$ cat src/rtl/trim_pkg.sv
package trim_pkg;
  typedef enum logic {
    SEQ_IDLE = 1'b0,
    SEQ_SEND = 1'b1
  } seq_state_t;

  function automatic int bytes_for(input int bits);
    return (bits + 7) / 8;
  endfunction
endpackage

$ cat src/rtl/trim_accum.sv
module trim_accum #(
  parameter int INT_W  = 9,
  parameter int FRAC_W = 29,
  parameter int STEP_W = 24,
  localparam int W = INT_W + FRAC_W
) (
  input  logic              clk,
  input  logic              rst_n,
  input  logic [W-1:0]      centre_m,
  input  logic [W-1:0]      upper_m,
  input  logic [W-1:0]      lower_m,
  input  logic              load,
  input  logic [STEP_W-1:0] step,
  input  logic              clamp_clear,
  output logic [W-1:0]      m_q,
  output logic              clamp_flag
);
  localparam int EW = W + 2;

  logic signed [EW-1:0] cur_s, stp_s, sum_s, hi_s, lo_s;
  logic                 hit_hi, hit_lo;
  logic [W-1:0]         m_next;

  always_comb begin
    cur_s  = $signed({2'b00, m_q});
    stp_s  = $signed({{(EW-STEP_W){step[STEP_W-1]}}, step});
    hi_s   = $signed({2'b00, upper_m});
    lo_s   = $signed({2'b00, lower_m});
    sum_s  = cur_s + stp_s;
    hit_hi = sum_s > hi_s;
    hit_lo = sum_s < lo_s;
    if (hit_hi)      m_next = upper_m;
    else if (hit_lo) m_next = lower_m;
    else             m_next = sum_s[W-1:0];
  end

  always_ff @(posedge clk) begin
    if (!rst_n) begin
      m_q        <= centre_m;
      clamp_flag <= 1'b0;
    end else begin
      if (load) m_q <= m_next;
      if (load && (hit_hi || hit_lo)) clamp_flag <= 1'b1;
      else if (clamp_clear)          clamp_flag <= 1'b0;
    end
  end

  // Bounds are assumed steady outside reset, with the centre inside them.
  assert_in_window_R3: assert property (@(posedge clk) disable iff (!rst_n)
    (m_q <= upper_m) && (m_q >= lower_m));

  assert_flag_cause_R4: assert property (@(posedge clk) disable iff (!rst_n)
    $rose(clamp_flag) |-> $past(load));

  assert_flag_sticky_R4: assert property (@(posedge clk) disable iff (!rst_n)
    clamp_flag && !clamp_clear |=> clamp_flag);

  assert_zero_hold_R7: assert property (@(posedge clk) disable iff (!rst_n)
    load && (step == '0) |=> m_q == $past(m_q));
endmodule

$ cat src/rtl/byte_write_seq.sv
module byte_write_seq
  import trim_pkg::*;
#(
  parameter int          W         = 38,
  parameter int          ADDR_W    = 8,
  parameter logic [7:0]  BASE_ADDR = 8'h07,
  localparam int NBYTES = bytes_for(W),
  localparam int IDX_W  = (NBYTES > 1) ? $clog2(NBYTES) : 1
) (
  input  logic              clk,
  input  logic              rst_n,
  input  logic              start,
  input  logic [W-1:0]      word,
  output logic              busy,
  output logic              wr_valid,
  input  logic              wr_ready,
  output logic [ADDR_W-1:0] wr_addr,
  output logic [7:0]        wr_data
);
  localparam logic [IDX_W-1:0] LAST = IDX_W'(NBYTES - 1);

  seq_state_t            state;
  logic [IDX_W-1:0]      idx;
  logic [NBYTES*8-1:0]   padded;
  logic [7:0]            lanes [NBYTES];

  assign padded = (NBYTES*8)'(word);

  for (genvar k = 0; k < NBYTES; k++) begin : g_lane
    assign lanes[k] = padded[8*k +: 8];
  end

  always_ff @(posedge clk) begin
    if (!rst_n) begin
      state <= SEQ_IDLE;
      idx   <= '0;
    end else begin
      case (state)
        SEQ_IDLE: if (start) begin
          state <= SEQ_SEND;
          idx   <= '0;
        end
        SEQ_SEND: if (wr_ready) begin
          if (idx == LAST) state <= SEQ_IDLE;
          else             idx   <= idx + 1'b1;
        end
        default: state <= SEQ_IDLE;
      endcase
    end
  end

  assign busy     = (state == SEQ_SEND);
  assign wr_valid = busy;
  assign wr_addr  = ADDR_W'(BASE_ADDR) + ADDR_W'(idx);
  assign wr_data  = lanes[idx];

  assert_hold_R8: assert property (@(posedge clk) disable iff (!rst_n)
    wr_valid && !wr_ready |=> wr_valid && $stable(wr_addr) && $stable(wr_data));

  assert_last_ends_R5: assert property (@(posedge clk) disable iff (!rst_n)
    wr_valid && wr_ready && (idx == LAST) |=> !wr_valid);

  assert_first_addr_R5: assert property (@(posedge clk) disable iff (!rst_n)
    $rose(wr_valid) |-> wr_addr == ADDR_W'(BASE_ADDR));
endmodule

$ cat src/rtl/frac_trim_seq.sv
module frac_trim_seq #(
  parameter int         INT_W     = 9,
  parameter int         FRAC_W    = 29,
  parameter int         STEP_W    = 24,
  parameter logic [7:0] BASE_ADDR = 8'h07,
  localparam int W = INT_W + FRAC_W
) (
  input  logic              clk,
  input  logic              rst_n,
  input  logic [W-1:0]      centre_m,
  input  logic [W-1:0]      upper_m,
  input  logic [W-1:0]      lower_m,
  input  logic              step_valid,
  output logic              step_ready,
  input  logic [STEP_W-1:0] step_val,
  input  logic              clamp_clear,
  output logic              clamp_flag,
  output logic              wr_valid,
  input  logic              wr_ready,
  output logic [7:0]        wr_addr,
  output logic [7:0]        wr_data
);
  logic         accept, busy;
  logic [W-1:0] m_q;

  assign step_ready = !busy;
  assign accept     = step_valid && step_ready;

  trim_accum #(.INT_W(INT_W), .FRAC_W(FRAC_W), .STEP_W(STEP_W)) u_accum (
    .clk(clk), .rst_n(rst_n), .centre_m(centre_m), .upper_m(upper_m),
    .lower_m(lower_m), .load(accept), .step(step_val),
    .clamp_clear(clamp_clear), .m_q(m_q), .clamp_flag(clamp_flag)
  );

  byte_write_seq #(.W(W), .ADDR_W(8), .BASE_ADDR(BASE_ADDR)) u_seq (
    .clk(clk), .rst_n(rst_n), .start(accept && (step_val != '0)),
    .word(m_q), .busy(busy), .wr_valid(wr_valid), .wr_ready(wr_ready),
    .wr_addr(wr_addr), .wr_data(wr_data)
  );

  assert_busy_blocks_R6: assert property (@(posedge clk) disable iff (!rst_n)
    wr_valid |-> !step_ready);

  assert_zero_quiet_R7: assert property (@(posedge clk) disable iff (!rst_n)
    step_valid && step_ready && (step_val == '0) |=> !wr_valid && step_ready);

  assert_nonzero_starts_R6: assert property (@(posedge clk) disable iff (!rst_n)
    step_valid && step_ready && (step_val != '0) |=> wr_valid && !step_ready);
endmodule

$ cat config.mk
export PLATFORM = sky130hd
export DESIGN_NAME = frac_trim_seq
export DESIGN_NICKNAME = d
export VERILOG_FILES = /design/src/rtl/trim_pkg.sv /design/src/rtl/trim_accum.sv /design/src/rtl/byte_write_seq.sv /design/src/rtl/frac_trim_seq.sv
export SDC_FILE = /design/constraint.sdc
export NUM_CORES = 1
export LEC_CHECK = 0
export ABC_AREA = 0
export BUFFER_PORTS_ARGS = -buffer_cell sky130_fd_sc_hd__clkbuf_2
export CORE_MARGIN = 4
export CORE_UTILIZATION = 39
export CTS_CLUSTER_SIZE = 16
export DETAILED_ROUTE_END_ITERATION = 12
export GPL_ROUTABILITY_DRIVEN = 0
export SLEW_MARGIN = 20
export SYNTH_ARGS = -nofsm -noshare
export SYNTH_HDL_FRONTEND = slang
export SYNTH_SLANG_ARGS = --single-unit
$ cat constraint.sdc
create_clock -name clk -period 11.9 [get_ports clk]
set_clock_uncertainty 0.2 [all_clocks]
set_input_delay 0.595 -clock clk [delete_from_list [all_inputs] [get_ports clk]]
set_output_delay 0.595 -clock clk [all_outputs]
set_load 0.02 [all_outputs]
==> results of run 1 <==
==> synthesized netlist by cell type (5+ instances only) <==
| cell | number | area (um^2) |
|---|---|---|
| dfxtp_1 | 5 | 100 |
| nor4_1 | 9 | 56.3 |
| o21a_1 | 9 | 67.6 |
| clkbuf_1 | 18 | 67.6 |
| nand2_1 | 79 | 297 |
| nand2b_1 | 9 | 56.3 |
| o21ai_0 | 44 | 220 |
| a211oi_1 | 15 | 113 |
| o22ai_1 | 7 | 43.8 |
| nor2b_1 | 8 | 50.1 |
| edfxtp_1 | 38 | 1140 |
| a2bb2oi_1 | 33 | 289 |
| xnor2_1 | 24 | 210 |
| o21bai_1 | 5 | 37.5 |
| ha_1 | 117 | 1460 |
| xor2_1 | 15 | 131 |
| nand4_1 | 16 | 100 |
| o211ai_1 | 11 | 82.6 |
| a21o_1 | 18 | 135 |
| nor2_1 | 44 | 165 |
| buf_4 | 9 | 67.6 |
| mux2i_1 | 13 | 130 |
| buf_1 | 5 | 18.8 |
| a211o_1 | 5 | 43.8 |
| a21oi_1 | 93 | 465 |
| a31oi_1 | 7 | 43.8 |
| buf_2 | 7 | 35.0 |
| o21ai_1 | 31 | 155 |
| nor3_1 | 45 | 225 |
| nand3_1 | 15 | 75.1 |
| inv_1 | 94 | 353 |
==> metal layers <==
layer	vias up	wire [um]	track usage, %
li1	3620	-	-
met1	3253	10900	33.1
met2	264	10700	37.8
met3	40	1800	4.31
met4	2	563	6.16
met5	-	7	0
==> state kept, by name (all words and copies together) (netlist names) <==
name,count
u_accum.m_q,38
u_seq.busy,1
u_accum.clamp_flag,1
u_seq.idx,3
==> layout by cell type, fill, tap and decap left out, types with 11 or more instances in the layout <==
master / synthesis / layout
a211oi_1: 15 / 14
a21o_1: 18 / 18
a21oi_1: 93 / 93
a2bb2oi_1: 33 / 33
clkbuf_2: 0 / 157
edfxtp_1: 38 / 38
ha_1: 117 / 117
inv_1: 94 / 94
mux2i_1: 13 / 13
nand2_1: 79 / 79
nand3_1: 15 / 15
nand4_1: 16 / 16
nor2_1: 44 / 44
nor3_1: 45 / 45
o211ai_1: 11 / 11
o21ai_0: 44 / 44
o21ai_1: 31 / 31
xnor2_1: 24 / 24
xor2_1: 15 / 15
==> layout make-up <==
class | instances | share of cell area [%]
clock buffer | 5 | 1.55
sequential | 43 | 15.4
tap | 225 | 3.49
inverter | 95 | 4.42
multi-input combinational | 732 | 64.4
timing repair buffer | 165 | 10.5
clock inverter | 3 | 0.248
==> power by group through the flow <==
stage	logic [W]	registers (W)	clock network, W
final	0.00120	0.000260	0.000143
after detailed placement	0.00119	0.000259	0
after floorplan	0.000882	0.000238	0
after CTS	0.00120	0.000258	0.000147
after global placement	0.00118	0.000261	0
after global routing	0.00136	0.000261	0.000152
==> cells by family (layout without fill, tap and decap cells) <==
family / Yosys count / count (layout) / synth area share, %
XOR/XNOR: 39 / 39 / 4.91
adder cells (fa/ha/maj): 118 / 118 / 21.3
AO/OA/AOI/OAI: 312 / 312 / 28.9
flip-flops: 43 / 43 / 17.8
AND/OR/NAND/NOR: 244 / 244 / 16.6
other: 1 / 4 / 0.0539
multiplexers: 15 / 15 / 2.52
buffers and inverters: 134 / 268 / 7.84
==> metrics by stage <==
stage | hold slack (ps) | util (%) | cell area [um^2]
after global routing | 299 | 46.5 | 8070
after CTS | 286 | 46.5 | 8070
final | 287 | 46.5 | 8070
after floorplan | 342 | - | 6970
after global placement | 259 | 45.7 | 7920
after detailed placement | 276 | 45.7 | 7920
==> tightest hold or removal path, cell delays in order (launching register included) <==
cell and delay, ps:
dfxtp_1 310, nand2b_1 70, a21oi_1 60
==> path summary, 6_finish.rpt <==
| kind | start | to | slack [ps] |
|---|---|---|---|
| max | u_accum.m_q[8]$_DFFE_PP_ | u_accum.m_q[28]$_DFFE_PP_ | 5300 |
| min | u_accum.clamp_flag$_SDFFE_PN0P_ | u_accum.clamp_flag$_SDFFE_PN0P_ | 290 |
| min reg2reg | u_accum.clamp_flag$_SDFFE_PN0P_ | u_accum.clamp_flag$_SDFFE_PN0P_ | 290 |
| max reg2reg | u_accum.m_q[8]$_DFFE_PP_ | u_accum.m_q[28]$_DFFE_PP_ | 5300 |
==> impl_results.md, run 1 <==
* Fmax at 152 MHz
* Number of synthesized register bits at 43
* Post-synth EDFFs at 38
* CP endpoint kind: flip-flop
* Clock power frac at a little under 9%
* Switching Power at roughly 0.00083 W
* DR iter-0 viols at 508
* Antenna violations before repair at 1
* Min Tclk post-route at about 6600 ps
* Crit Path Category: reg -> reg
* Worst Path Buf+Inv at 0
* Root Buffer: clkbuf_16
* Fin nets at 1,303
* Final worst-path cycle share at a little under three fifths
* Sequential-to-total area share from yosys stat at roughly 18%
* Slowest stage delay, CP at around 690 ps
* Hold Crit Depth at 2
* FF-to-FF path depth at 19
* Internal Dissipation at 0.000775 W
* Max-Cap Viols at 0
* Starting Density at 40.1%
* Slew Viols, Final at 0
* I/O pin count at between 150 and 200
* Vias at 7,179
* Area growth syn-to-layout at 16.0%
* CP Data Required Time at 11,760 ps
* Layout Cells excl Fill at about 1.3k
* Grt ovf at 0
* Num CTS Buffers at 5
* Final TNS setup at 0 ps
* Sequential share of power at between 10% and 20%
* Area of the multi-input gates at roughly 0.0052 mm^2
* Die Area at around 0.02 mm^2
* Slowest cell on crit path: o32ai_1
* Mapped Area at 0.00695 mm^2
* GRT Overall Usage at 23.7%
* Sequential cell area at approximately 0.0012 mm^2
* Number of stages on the worst setup path at 19
* Syn avg cell area at roughly 7.7 um^2
* WL final at between 20 and 25 mm
* CTS H-tree lvls at 2
* Hpwl dp at 19.6 mm
* Clock Path Buffers at 2
* Top_reg_cell synth: edfxtp_1
* DRC errors left at 0
* Hold Vio Cnt, Final at 0
* Synth Warn # at 0
* CTS Hold Bufs at 0
* Critical-path maximum fanout at 37
* Ys async rst share at 0%
* Count of final setup violators at 0
* Status: completed
* Peak VDD IR at between 70 and 80 uV
* Crit path max-delay family: compound AO/OA/AOI/OAI gates
* Setup crit start kind: flip-flop
* Largest net degree at the start of global routing at 40
* Overall power at between 0.0015 and 0.002 W
* # diodes at 0
* CTS tree: done
* Core area at approximately 0.017 mm^2
* Routed len/inst at between 15 and 20 um
* Worst Tran Pin Value at around 900 ps
* Post-DR vias/cell at ~5.7
* # rows at between 40 and 50
* First-pass GRT wire length at between 30 and 40 mm
* RSZ-0062 raised after global routing: false
* Clock-pin slew on the worst setup and hold paths at ~70 ps
* Synth unique cells at 66
* Total iterations of the first detailed-routing run at 5
* Combinational group share of total power at 75.0%
* CTS Sinks at 43
* IO buf count at 157
* Clk_lat worst skew at between 300 and 400 ps
* Sw Share at about half
* Setup repair bufs after CTS at 0
* Die Span X at approximately 140 um
* Crit path DAT at about 6500 ps
* Post-cts sizing count at 0
* Setup WS post-layout at ~5300 ps
* Post-Place Setup Slack at 5130 ps
* CP cell instances: ha_1 > nand3_1 > nor4b_1 > o311ai_0 > o211a_1 > o31a_1 > nand4b_1 > a21oi_1 > xor2_1 > ha_1 > nand2_1 > nor4_1 > a221oi_1 > a21oi_1 > o32ai_1 > a211oi_4 > or2_2 > a211o_1 > a22o_1
* Fraction of layout cells with a size suffix above 1 at approximately 18%
* Fillcell total at roughly 1.8k
* Min-Delay Path Class: reg -> reg
* PwrDens at about 200 mW/mm^2
* Post-DRT Antenna Nets at 0
* Slew margin rel. at between 40% and 50%
* Placed cell count at roughly 1.3k
* LEAKAGE at around 3.9 nW
* Die Height at 142 um
* Cells after Synth at a little over 900
* Vias in the first global route at slightly above 7k
Power figures use the tool's default switching activity.
==> inputs of run 2 (changes only) <==
ABC_AREA = 1   (was 0)
clock period = 6.4 ns   (was 11.9 ns; I/O delays follow)
==> impl_results.md, run 2 <==
* Status: completed
* Area growth syn-to-layout at 14.2%
* Setup WS post-layout at 878 ps (-4420 ps)
* Synth unique cells at 41 (-38%)
* WL met2 at 13.1 mm (+22%)
* Fin nets at 1,639 (+26%)
* Met3 WL post-DR at 2.60 mm (+45%)
* Slew margin rel. at 45.2% (+5.1 points)
* Min-Delay Path Class: in -> reg
* CTS H-tree lvls at 2 (unchanged)
* Peak VDD IR at 139 uV (+89%)
* WL met1 at 13.6 mm (+24%)
* DRC errors left at 0 (unchanged)
* LEAKAGE at 4.79 nW (+24%)
* Sequential-to-total area share from yosys stat at 16.0% (-1.8 points)
* Crit. Startpoint: u_accum.m_q[0]$_DFFE_PP_
* Layout Cells excl Fill at 1,644 (+30%)
* Max-Cap Viols at 0 (unchanged)
* Count of final setup violators at 0 (unchanged)
* Post-synth EDFFs at 38 (unchanged)
* Die Height at 149 um (+5.2%)
* Clock-pin slew on the worst setup and hold paths at 70 ps (about the same)
* Vias in the first global route at 8,346 (+18%)
* Ys async rst share at 0% (unchanged)
* Die Area at 0.0222 mm^2 (+11%)
* I/O pin count at 162 (unchanged)
* GRT Overall Usage at 26.1% (+2.4 points)
* Hold Vio Cnt, Final at 0 (unchanged)
* Synth top area cells: ha_1 19%, nand2_1 17%, edfxtp_1 15%
* CP Data Required Time at 6260 ps (-5500 ps)
* Cells after Synth at 1,247 (+38%)
* Area leader, netlist: ha_1
* Grt ovf at 0 (unchanged)
* CTS Sinks at 43 (unchanged)
* Count leader, synth: nand2_1
* Clk_lat worst skew at 300 ps (about the same)
* Clock Path Buffers at 2 (unchanged)
* Area of the multi-input gates at 0.00564 mm^2 (+8.4%)
* Largest regs: u_accum.m_q: 38 flops, u_seq.idx: 3 flops
* Setup repair bufs after CTS at 0 (unchanged)
* HP Start: clamp_clear
* Synth Warn # at 0 (unchanged)
* Die Span X at 149 um (+5.2%)
* Slew Viols, Final at 0 (unchanged)
* Sw Share at 54.6% (+2.9 points)
* First-pass GRT wire length at 45.4 mm (+21%)
* Final worst-path cycle share at 86.3% (+31 points)
* Syn avg cell area at 6.21 um^2 (-19%)
* Internal Dissipation at 0.00122 W (+57%)
* Post-cts sizing count at 0 (unchanged)
* Most frequent cells in the layout: 343 x nand2_1, 181 x nand3_1, 166 x inv_1, 157 x clkbuf_2, 117 x ha_1
* WL final at 30.1 mm (+25%)
* Combinational group share of total power at 71.6% (-3.4 points)
* Mapped Area at 0.00775 mm^2 (+11%)
* Placed cell count at 1,636 (+30%)
* Starting Density at 39.7% (-0.38 points)
* Post-DR vias/cell at 5.48 (-3.2%)
* CTS tree: done
* Final TNS setup at 0 ps (unchanged)
* Switching Power at 0.00147 W (+77%)
* Worst Tran Pin Value at 819 ps (-79.3 ps)
* Setup crit start kind: flip-flop
* # rows at 51 (+6.3%)
* Total iterations of the first detailed-routing run at 5 (unchanged)
* Most common cell after layout, fill and taps aside: nand2_1
* RSZ-0062 raised after global routing: false
* Core area at 0.0195 mm^2 (+13%)
* Routed len/inst at 18.3 um (-3.5%)
* # diodes at 0 (unchanged)
* Top_reg_cell synth: edfxtp_1
* Post-DRT Antenna Nets at 0 (unchanged)
* Share of the synthesized area in the top cell type at 18.9% (-2.2 points)
* Clock power frac at 11.6% (+2.7 points)
* Hpwl dp at 24.7 mm (+26%)
* CTS Hold Bufs at 0 (unchanged)
* Number of synthesized register bits at 43 (unchanged)
* Num CTS Buffers at 5 (unchanged)
* Post-Place Setup Slack at 913 ps (-4210 ps)
* Sequential share of power at 16.8% (+0.6 points)
* Crit path DAT at 5380 ps (-1080 ps)
* IO buf count at 157 (unchanged)
* Crit Path Category: reg -> reg
* DR iter-0 viols at 863 (+70%)
* Critical-path maximum fanout at 28 (-24%)
* Top Layer Used: met4
* Min Tclk post-route at 5520 ps (-1080 ps)
* Register with the most flip-flops: u_accum.m_q
* Top cells by count, synth: 343 x nand2_1, 181 x nand3_1, 166 x inv_1, 117 x ha_1, 94 x nor2_1
* Fillcell total at 2,180 (+21%)
* Sequential cell area at 0.00124 mm^2 (unchanged)
* PwrDens at 303 mW/mm^2 (+52%)
* Fmax at 181 MHz (+20%)
* Largest net degree at the start of global routing at 42 (+5.0%)
* Max reg flops at 38 (unchanged)
* Root Buffer: clkbuf_16
* Vias at 9,008 (+25%)
* Antenna violations before repair at 0 (-1)
* CP endpoint kind: flip-flop
* Fraction of layout cells with a size suffix above 1 at 14.2% (-3.3 points)
* Reg-to-Reg Start: u_accum.m_q[0]$_DFFE_PP_
==> run 2: area by class of cell <==
cell class,count,share of cell area [%]
Clock inverter,3,0.438
Timing Repair Buffer,164,9.47
Tap cell,265,3.75
Sequential cell,43,14.0
Inverter,170,7.21
Multi-Input combinational cell,994,63.7
Clock buffer,5,1.41
==> run 2: path summary, 6_finish.rpt <==
path,end,slack [ps],depth (start not counted)
worst max register to register,u_accum.m_q[4]$_DFFE_PP_,880,22
worst min register to register,u_accum.clamp_flag$_SDFFE_PN0P_,260,2
worst max-delay path,u_accum.m_q[4]$_DFFE_PP_,880,22
worst min-delay path,u_accum.clamp_flag$_SDFFE_PN0P_,60,4
==> run 2: kinds of logic after synthesis <==
| family | share of synthesized area [%] |
|---|---|
| flops | 16.0 |
| compound gates | 12.6 |
| simple gates | 36.9 |
| other cells | 0.0484 |
| buf+inv | 11.4 |
| fa+ha+maj | 19.2 |
| xor+xnor | 3.96 |
==> run 2: per-stage QoR <==
step	cell area, um^2	hold WS [ps]	total power [W]	utilization, %
2_1_floorplan	7760	283	0.00179	-
3_3_place_gp	8690	259	0.00232	44.5
3_5_place_dp	8690	262	0.00232	44.5
4_1_cts	8850	66.2	0.00265	45.3
5_1_grt	8850	98.1	0.00293	45.3
6_report	8850	64.4	0.00269	45.3
==> run 2: worst max-delay path, stage by stage (launching register included) <==
cell and delay, ps:
edfxtp_1 380, ha_1 250, inv_1 80, fa_1 420
o21bai_1 330, a21oi_1 160, o21ai_0 430, nand2_1 100
nand2_1 140, nand3_1 150, nand3_1 120, nand2_1 150
ha_1 320, nand4_1 120, nor3_1 330, nand3_1 130
nor2_1 250, a41oi_2 170, nand2_1 350, buf_4 420
nand3_1 120, nand3_1 100, nand2_1 60
==> run 2: power by group through the flow <==
stage                     clock network [W]  logic (W)  registers [W]
after floorplan                           0    0.00138       0.000406
after CTS                          0.000315    0.00189       0.000444
final                              0.000312    0.00192       0.000450
after detailed placement                  0    0.00187       0.000450
after global routing               0.000323    0.00216       0.000451
after global placement                    0    0.00186       0.000452
==> run 2: layer usage <==
layer,vias to the layer above,GRT usage [%]
met5,-,0
met4,0,7.05
li1,4407,-
met2,431,41.2
met1,4121,37.8
met3,49,3.01
==> inputs of run 3 (changes only) <==
SYNTH_HIERARCHICAL = 1   (was unset)
==> impl_results.md, run 3 <==
* DRC errors left at 0 (unchanged)
* Status: completed
* Register with the most flip-flops: u_accum/m_q
* Synth Warn # at 6 (+6)
* Post-cts sizing count at 0 (unchanged)
* Final TNS setup at 0 ps (unchanged)
* Slew Viols, Final at 0 (unchanged)
* Antenna violations before repair at 0 (unchanged)
* GRT Overall Usage at 26.2% (+0.080 points)
* Max reg flops at 38 (unchanged)
* Vias in the first global route at 8,357 (+0.13%)
* Max-Cap Viols at 0 (unchanged)
* WL final at 30.4 mm (+1.1%)
* Top cells by count, synth: 376 x nand2_1, 206 x nand3_1, 178 x inv_1, 117 x ha_1, 113 x nor2_1
* Fraction of layout cells with a size suffix above 1 at 13.6% (-0.65 points)
* Area growth syn-to-layout at 13.2%
* CTS H-tree lvls at 2 (unchanged)
* Slew margin rel. at 30.2% (-15 points)
* Final Util at 44.9% (-0.43 points)
* I/O pin count at 162 (unchanged)
* Crit path max-delay family: simple AND/OR/NAND/NOR gates
* Area leader, netlist: ha_1
* Starting Density at 39.6% (about the same)
* Hpwl dp at 25.2 mm (+2.1%)
* Slowest stage delay, CP at 420 ps (about the same)
* # rows at 52 (+2.0%)
* Vias at 9,096 (+0.98%)
* CP endpoint kind: flip-flop
* Post-synth EDFFs at 38 (unchanged)
* Post-DR vias/cell at 5.30 (-3.2%)
* Synth top area cells: ha_1 18%, nand2_1 18%, edfxtp_1 14%
* DR iter-0 viols at 854 (-1.0%)
* Worst Tran Pin Value at 1050 ps (+228 ps)
* Crit Path Category: reg -> reg
* First-pass GRT wire length at 45.9 mm (+1.2%)
* Synth unique cells at 45 (+9.8%)
* Slowest cell on crit path: o21ai_0
* Largest net degree at the start of global routing at 44 (+4.8%)
* LEAKAGE at 5.00 nW (+4.3%)
* Die Span X at 151 um (+1.5%)
* Top_reg_cell synth: edfxtp_1
* Post-DRT Antenna Nets at 0 (unchanged)
* PwrDens at 292 mW/mm^2 (-3.9%)
* Mapped Area at 0.00800 mm^2 (+3.2%)
* CP Data Required Time at 6270 ps (about the same)
* Total iterations of the first detailed-routing run at 5 (unchanged)
* Clock Path Buffers at 2 (unchanged)
* Setup repair bufs after CTS at 0 (unchanged)
* Critical-path maximum fanout at 29 (+3.6%)
* Setup crit start kind: flip-flop
* Root Buffer: clkbuf_16
* Min Tclk post-route at 5640 ps (+117 ps)
* Die Area at 0.0229 mm^2 (+3.0%)
* Clk_lat worst skew at 310 ps (about the same)
* Final worst-path cycle share at 88.1% (+1.8 points)
* Sequential-to-total area share from yosys stat at 15.5% (-0.50 points)
* CTS tree: done
* # diodes at 0 (unchanged)
* Peak VDD IR at 115 uV (-17%)
* Fin nets at 1,705 (+4.0%)
* Number of synthesized register bits at 43 (unchanged)
* Grt ovf at 0 (unchanged)
* Cells after Synth at 1,312 (+5.2%)
* Most common cell after layout, fill and taps aside: nand2_1
* IO buf count at 157 (unchanged)
* Most frequent CP cell: nand2_1
* Most frequent cells in the layout: 376 x nand2_1, 206 x nand3_1, 178 x inv_1, 157 x clkbuf_2, 117 x ha_1
* Largest regs: u_accum/m_q: 38 flops, u_seq/idx: 3 flops
* Worst Path Buf+Inv at 4 (+2)
* CTS Sinks at 43 (unchanged)
* Fmax at 177 MHz (-2.1%)
* Num CTS Buffers at 5 (unchanged)
* Ys async rst share at 0% (unchanged)
* Die Height at 151 um (+1.5%)
* Hold Vio Cnt, Final at 0 (unchanged)
* Share of the synthesized area in the top cell type at 18.3% (-0.59 points)
* Count leader, synth: nand2_1
* Core area at 0.0202 mm^2 (+3.3%)
* Crit path DAT at 5510 ps (+130 ps)
* Clock-pin slew on the worst setup and hold paths at 70 ps (about the same)
* Count of final setup violators at 0 (unchanged)
* Min-Delay Path Class: in -> reg
* RSZ-0062 raised after global routing: false
* Routed len/inst at 17.7 um (-3.1%)
* Syn avg cell area at 6.09 um^2 (-1.9%)
* CTS Hold Bufs at 0 (unchanged)
run 3: area by class of cell:
class | instances | area [um^2]
timing repair buffer | 164 | 851
inverter | 186 | 706
tap | 270 | 338
sequential | 43 | 1240
multi-input combinational | 1044 | 5770
clock inverter | 1 | 3.75
clock buffer | 7 | 143
fill | 2240 | 11100
run 3: logic make-up after synthesis:
logic type,Yosys count,synth area share [%]
flip-flops,43,15.5
XOR/XNOR,36,3.94
other,1,0.0469
buffers and inverters,228,12.4
AND/OR/NAND/NOR,743,39.5
AO/OA/AOI/OAI,143,9.98
adder cells (fa/ha/maj),118,18.6
run 3: final timing paths:
| kind | start | to | slack [ps] | cells past startpoint |
|---|---|---|---|---|
| hold reg to reg | u_accum/clamp_flag$_SDFFE_PN0P_ | u_accum/clamp_flag$_SDFFE_PN0P_ | 270 | 2 |
| setup / recovery | u_accum/m_q[0]$_DFFE_PP_ | u_accum/m_q[9]$_DFFE_PP_ | 760 | 26 |
| hold / removal | clamp_clear | u_accum/clamp_flag$_SDFFE_PN0P_ | 60 | 4 |
| setup reg to reg | u_accum/m_q[0]$_DFFE_PP_ | u_accum/m_q[9]$_DFFE_PP_ | 760 | 26 |
run 3: worst min-delay path, delay by kind of cell:
family	cells	cell delay, ps
buf+inv	2	100
compound gates	1	50
simple gates	1	40
run 3: report_power, final:
group          internal (W)  switching (W)
sequential         0.000378      0.0000711
clock              0.000155       0.000126
combinational      0.000648        0.00126
total               0.00118        0.00146
run 3: metrics by stage:
stage                     instance area, um^2  total power [W]  hold WS, ps  instances  worst slack (ps)
final                                    9050          0.00264         59.7       1715               761
after global routing                     9050          0.00289         65.1       1715               369
after CTS                                9050          0.00260         59.1       1715               829
after detailed placement                 8910          0.00231          265       1707               764
after global placement                   8910          0.00229          263       1707               810
after floorplan                          8010          0.00177          246       1315              2320
run 3: per-layer routing:
| layer | global-route usage (%) | wire [um] |
|---|---|---|
| met1 | 38.4 | 14100 |
| met2 | 40.5 | 13300 |
| met3 | 4.97 | 2630 |
| met4 | 4.31 | 377 |
| met5 | 0 | 0 |
